## config.mk

```make
export PLATFORM = sky130hd
export DESIGN_NAME = sync_align_ctrl
export DESIGN_NICKNAME = d
export VERILOG_FILES = /design/src/rtl/sync_align_pkg.sv /design/src/rtl/sync_classify.sv /design/src/rtl/phase_track.sv /design/src/rtl/err_rate.sv /design/src/rtl/sync_align_ctrl.sv
export SDC_FILE = /design/constraint.sdc
export NUM_CORES = 1
export LEC_CHECK = 0
export BUFFER_PORTS_ARGS = -buffer_cell sky130_fd_sc_hd__buf_2
export CAP_MARGIN = 10
export CORE_AREA = 2 2 47 44
export CTS_CLUSTER_SIZE = 10
export DETAILED_ROUTE_END_ITERATION = 8
export DIE_AREA = 0 0 49 46
export RECOVER_POWER = 25
export SYNTH_ARGS = -nofsm -noshare
export SYNTH_HDL_FRONTEND = slang
export SYNTH_SLANG_ARGS = --single-unit
```

## constraint.sdc

```tcl
create_clock -name clk -period 0.8 [get_ports clk]
set_clock_uncertainty 0.2 [all_clocks]
set_input_delay 0.08 -clock clk [delete_from_list [all_inputs] [get_ports clk]]
set_output_delay 0.08 -clock clk [all_outputs]
set_load 0.03 [all_outputs]
```

## src/rtl/sync_align_pkg.sv

```systemverilog
package sync_align_pkg;
  // Decision taken for one strobe
  typedef enum logic [1:0] {
    ACT_IGNORE   = 2'd0,
    ACT_ACCEPT   = 2'd1,
    ACT_TOLERATE = 2'd2,
    ACT_REALIGN  = 2'd3
  } sync_act_e;
endpackage

```

## src/rtl/sync_classify.sv

```systemverilog
module sync_classify
  import sync_align_pkg::*;
#(
  parameter int WORD_BITS = 10,
  localparam int OFS_W = $clog2(WORD_BITS)
) (
  input  logic             sync_det,
  input  logic [OFS_W-1:0] sync_ofs,
  input  logic [OFS_W-1:0] phase,
  input  logic             pend,
  input  logic             corr_en,
  output sync_act_e        act
);
  logic valid;

  always_comb begin
    valid = sync_det && (32'(sync_ofs) < WORD_BITS);
    if (!valid)                act = ACT_IGNORE;
    else if (sync_ofs == phase) act = ACT_ACCEPT;
    else if (corr_en && !pend) act = ACT_TOLERATE;
    else                       act = ACT_REALIGN;
  end
endmodule

```

## src/rtl/phase_track.sv

```systemverilog
module phase_track
  import sync_align_pkg::*;
#(
  parameter int WORD_BITS = 10,
  localparam int OFS_W = $clog2(WORD_BITS)
) (
  input  logic             clk,
  input  logic             rst_sn,
  input  sync_act_e        act,
  input  logic [OFS_W-1:0] sync_ofs,
  output logic [OFS_W-1:0] phase_q,
  output logic             pend_q,
  output logic             err_q
);
  logic [OFS_W-1:0] phase_d;
  logic             pend_d;
  logic             err_d;
  logic             upd_en;

  always_comb begin
    phase_d = phase_q;
    pend_d  = pend_q;
    err_d   = 1'b0;
    upd_en  = (act != ACT_IGNORE);
    unique case (act)
      ACT_ACCEPT:   pend_d = 1'b0;
      ACT_TOLERATE: begin
        pend_d = 1'b1;
        err_d  = 1'b1;
      end
      ACT_REALIGN:  begin
        phase_d = sync_ofs;
        pend_d  = 1'b0;
        err_d   = 1'b1;
      end
      default: ;
    endcase
  end

  always_ff @(posedge clk or negedge rst_sn) begin
    if (!rst_sn) begin
      phase_q <= '0;
      pend_q  <= 1'b0;
      err_q   <= 1'b0;
    end else begin
      err_q <= err_d;
      if (upd_en) begin
        phase_q <= phase_d;
        pend_q  <= pend_d;
      end
    end
  end
endmodule

```

## src/rtl/err_rate.sv

```systemverilog
module err_rate #(
  parameter int ERR_STEP = 4,
  parameter int RATE_MAX = 15,
  parameter int SET_TH   = 8,
  parameter int CLR_TH   = 3,
  localparam int RATE_W  = $clog2(RATE_MAX + 1),
  localparam int SUM_W   = RATE_W + 1
) (
  input  logic              clk,
  input  logic              rst_sn,
  input  logic              good,
  input  logic              bad,
  output logic [RATE_W-1:0] rate_q,
  output logic              warn_q
);
  logic [SUM_W-1:0]  sum;
  logic [RATE_W-1:0] rate_d;
  logic              warn_d;
  logic              upd_en;

  always_comb begin
    upd_en = good | bad;
    sum    = {1'b0, rate_q} + SUM_W'(ERR_STEP);
    rate_d = rate_q;
    if (bad) begin
      rate_d = (sum > SUM_W'(RATE_MAX)) ? RATE_W'(RATE_MAX) : sum[RATE_W-1:0];
    end else if (good) begin
      rate_d = (rate_q == '0) ? '0 : rate_q - 1'b1;
    end
    warn_d = warn_q;
    if (rate_d >= RATE_W'(SET_TH))      warn_d = 1'b1;
    else if (rate_d <= RATE_W'(CLR_TH)) warn_d = 1'b0;
  end

  always_ff @(posedge clk or negedge rst_sn) begin
    if (!rst_sn) begin
      rate_q <= '0;
      warn_q <= 1'b0;
    end else if (upd_en) begin
      rate_q <= rate_d;
      warn_q <= warn_d;
    end
  end
endmodule

```

## src/rtl/sync_align_ctrl.sv

```systemverilog
module sync_align_ctrl
  import sync_align_pkg::*;
#(
  parameter int WORD_BITS = 10,
  parameter int ERR_STEP  = 4,
  parameter int RATE_MAX  = 15,
  parameter int SET_TH    = 8,
  parameter int CLR_TH    = 3,
  localparam int OFS_W    = $clog2(WORD_BITS),
  localparam int RATE_W   = $clog2(RATE_MAX + 1)
) (
  input  logic             clk,
  input  logic             rst_n,
  input  logic             sync_det_i,
  input  logic [OFS_W-1:0] sync_ofs_i,
  input  logic             corr_en_i,
  output logic [OFS_W-1:0] phase_o,
  output logic             sync_err_o,
  output logic             warn_o
);
  logic [1:0]        rst_pipe;
  logic              rst_sn;
  sync_act_e         act;
  logic              pend;
  logic [RATE_W-1:0] rate;
  logic              good;
  logic              bad;

  // Reset asserts at once and is released two clocks later
  always_ff @(posedge clk or negedge rst_n) begin
    if (!rst_n) rst_pipe <= 2'b00;
    else        rst_pipe <= {rst_pipe[0], 1'b1};
  end
  assign rst_sn = rst_pipe[1];

  sync_classify #(.WORD_BITS(WORD_BITS)) u_classify (
    .sync_det (sync_det_i),
    .sync_ofs (sync_ofs_i),
    .phase    (phase_o),
    .pend     (pend),
    .corr_en  (corr_en_i),
    .act      (act)
  );

  phase_track #(.WORD_BITS(WORD_BITS)) u_track (
    .clk      (clk),
    .rst_sn   (rst_sn),
    .act      (act),
    .sync_ofs (sync_ofs_i),
    .phase_q  (phase_o),
    .pend_q   (pend),
    .err_q    (sync_err_o)
  );

  assign good = (act == ACT_ACCEPT);
  assign bad  = (act == ACT_TOLERATE) || (act == ACT_REALIGN);

  err_rate #(
    .ERR_STEP (ERR_STEP),
    .RATE_MAX (RATE_MAX),
    .SET_TH   (SET_TH),
    .CLR_TH   (CLR_TH)
  ) u_rate (
    .clk    (clk),
    .rst_sn (rst_sn),
    .good   (good),
    .bad    (bad),
    .rate_q (rate),
    .warn_q (warn_o)
  );
endmodule

```

==> results.yml <==
clock_network:
  clock_latency_ns: 0.28
  cts_hold_buf: 1
  cts_made_buffers: 3
  tritoncts: "yes"
  clock-root-buffer: "clkbuf_4"
  clk_pin_slew_ns: 0.07
  clockBufferDepth: 2
  cts.sink_count: 13
  cts_max_level: 1
route:
  drtPass1Iterations: 4
  drt_iter0_drc: 15
  wl_per_cell_microns: 11.60
  vias: 535
  final_antenna_net_count: 0
  drc: 0
  routed_wl_mm: 1.357
  vias_per_cell: 4.573
synthesis:
  syn_avg_cell_area_sq_um: 10.98
  syn-num-nets: 66
  syn_inst: 58
  synth_top_area_cell: "dfrtp_1"
  synthAdderAreaFrac_pct: 0
  synth_top_family_by_area: "compound AO/OA/AOI/OAI gates"
  ys_seq_elements: 13
  yosysMostFrequentCell: "dfrtp_1"
  synth_xor_xnor_area_share_pct: 5.501
  synth_commonest_cells: "dfrtp_1 (13), a21oi_1 (6), mux2_2 (5), nand2_1 (5)"
  synth-async-reset-ratio_pct: 100.0
  synth_edf_count: 0
  synth_compound_area_share_pct: 16.90
  yosys_warnings: 0
  synth.area.mux_share_pct: 8.841
  syn_area_sq_um: 636.9
  synth_top_area_share_pct: 51.08
  yosys.area_share.simple_pct: 14.15
  synth.area.top_cells: "dfrtp_1 (51%), mux2_2 (8.8%), xor2_1 (5.5%), a21oi_1 (4.7%), nor4_4 (3.3%)"
  synth.yosys.seq_area_share_pct: 51.08
  ys.flop_type: "dfrtp_1"
  synth.distinct_cells: 23
final_layout:
  layout.area.seq_sq_um: 330.3
  diodes: 0
  layout-drive-gt1-share_pct: 58.70
  nNetsFinal: 101
  fill_cells: 157
  multi_input_area_sq_um: 345.3
  area_growth_pct: 56.97
  utilization_pct: 54.91
setup_path:
  cp_slowest_stage_delay_ns: 0.43
  startpoint_type: "register"
  crit_path_end_kind: "register"
  required_ns: 0.82
  worstSetupPathType: "register to register"
  cp_cell_sequence: "xor2_2 > nor4_4 > buf_6 > a21oi_2 > a211oi_2 > o22a_1"
  cp_data_arrival_time_ns: 1.80
  slowest_stage: "dfrtp_2"
  cp_max_fo: 10
sta:
  hold_viol: 6
  fin_tns_setup_ns: -12.57
  setup_viol: 17
  hold_ws_ns: -0.1091
  max_freq_ghz: 0.5618
  grt_setup_unrepaired: "true"
  fin_crit_sh_pct: 222.5
  slew_violations: 0
  layout_min_cycle_time_ns: 1.780
  setup_slack_ns: -0.9799
global_routing:
  grt_pass1_vias: 511
  antenna_found_initial: 0
  grt_max_degree: 12
  grt_remaining_overflow: 0
  grt_pass1_wl_mm: 2.242
  grt_usage_pct: 14.09
place:
  gp_congestion: 0.7498
  dp_hpwl_microns: 970.1
  io_buffers: 13
  dp_slack_ns: -0.9752
die:
  start_util_pct: 34.98
  fp-row-count: 15
  die_h_microns: 46
  pin_count: 14
  dieArea_sq_um: 2254
  core_sq_um: 1821
  dieWidth_microns: 49
hold_path:
  hp-class: "input pin to register"
power_and_ir_drop:
  p_per_area_nw_per_um2: 2283
  ir_drop_v: 0.001359
  leakage_nw: 0.4397
  fin_total_pwr_mw: 2.283
status:
  violations: "hold timing, setup timing"
  outcome: "complete, but fails checks"
flow_run:
  cap_violations: 0
## per-layer routing
metal	up-vias	track usage, %	share of wire (%)
met5	-	0	0
met2	11	23.29	49
met4	0	5.143	1.8
met1	255	16.74	45
li1	265	-	-
met3	4	5.921	4.1
## per-stage QoR
stage               hold slack, ns  area, sq um  cells
floorplan                  -0.4156        688.2     58
global placement           -0.3363        885.9    110
detailed placement         -0.3329        885.9    110
CTS                        -0.1192        996.0    117
global route               -0.1235        999.7    117
finish                     -0.1091        999.7    117
## layout by cell type, fill, tap and decap left out, types with 2 or more instances in the layout
cell type  instances
a211oi_2           2
a21oi_1            6
buf_2              6
buf_4             10
buf_6             12
clkbuf_1           2
clkbuf_4           3
dfrtp_1            9
dfrtp_2            4
inv_1              2
mux2_2             4
nand2_1            3
nor2_1             4
o21ai_0            2
o21ai_1            2
xor2_2             4
## power breakdown
group / total, mW / leakage, nW / internal (mW) / switching, mW
clock network: 0.405 / 0.0150 / 0.194 / 0.211
logic: 1.00 / 0.289 / 0.540 / 0.464
registers: 0.874 / 0.136 / 0.776 / 0.0976
total: 2.28 / 0.440 / 1.51 / 0.773
## registers in the layout (all words and copies together) (netlist names)
signal,count
u_track.phase_q,4
u_track.pend_q,1
u_rate.rate_q,4
rst_pipe,2
u_track.err_q,1
u_rate.warn_q,1
## critical path: cells and delay by family (launching register included)
kind            cells  cell delay [ns]
compound gates      3             0.39
buf+inv             1             0.19
xor+xnor            1             0.17
simple gates        1             0.34
flops               1             0.43
## repair_timing
action / 4_1_cts / 5_1_grt
pin swaps: 2 / 1
endpoints found under the hold margin: 17 / 17
setup endpoints to repair: 17 / 17
setup buffers: 2 / 0
resized for setup: 19 / 3
## path summary, 6_finish.rpt
check                                    from            endpoint  slack, ns  cells after the start
max                        u_track.phase_q[2]    u_rate.rate_q[1]      -0.98                      6
min                             sync_ofs_i[0]  u_track.phase_q[0]      -0.11                      2
max reg2reg                u_track.phase_q[2]    u_rate.rate_q[1]      -0.98                      6
min reg2reg                       rst_pipe[1]  u_track.phase_q[0]          0                      1
max in group asynchronous         rst_pipe[1]  u_track.phase_q[2]       0.16                      1
min in group asynchronous               rst_n         rst_pipe[1]      -0.09                      2
## cells by family (layout without fill, tap and decap cells)
kind of cell	after synthesis	count (layout)
AO/OA/AOI/OAI	17	17
XOR/XNOR	4	4
buffers and inverters	3	37
flip-flops	13	13
multiplexers	5	5
other	1	1
AND/OR/NAND/NOR	15	15
## layout make-up
type | count | share of cell area (%)
multi-input combinational | 42 | 34.54
sequential | 13 | 33.04
timing repair buffer | 31 | 25.91
tap | 25 | 3.129
clock buffer | 4 | 2.628
inverter | 2 | 0.7509
Power figures use the tool's default switching activity.
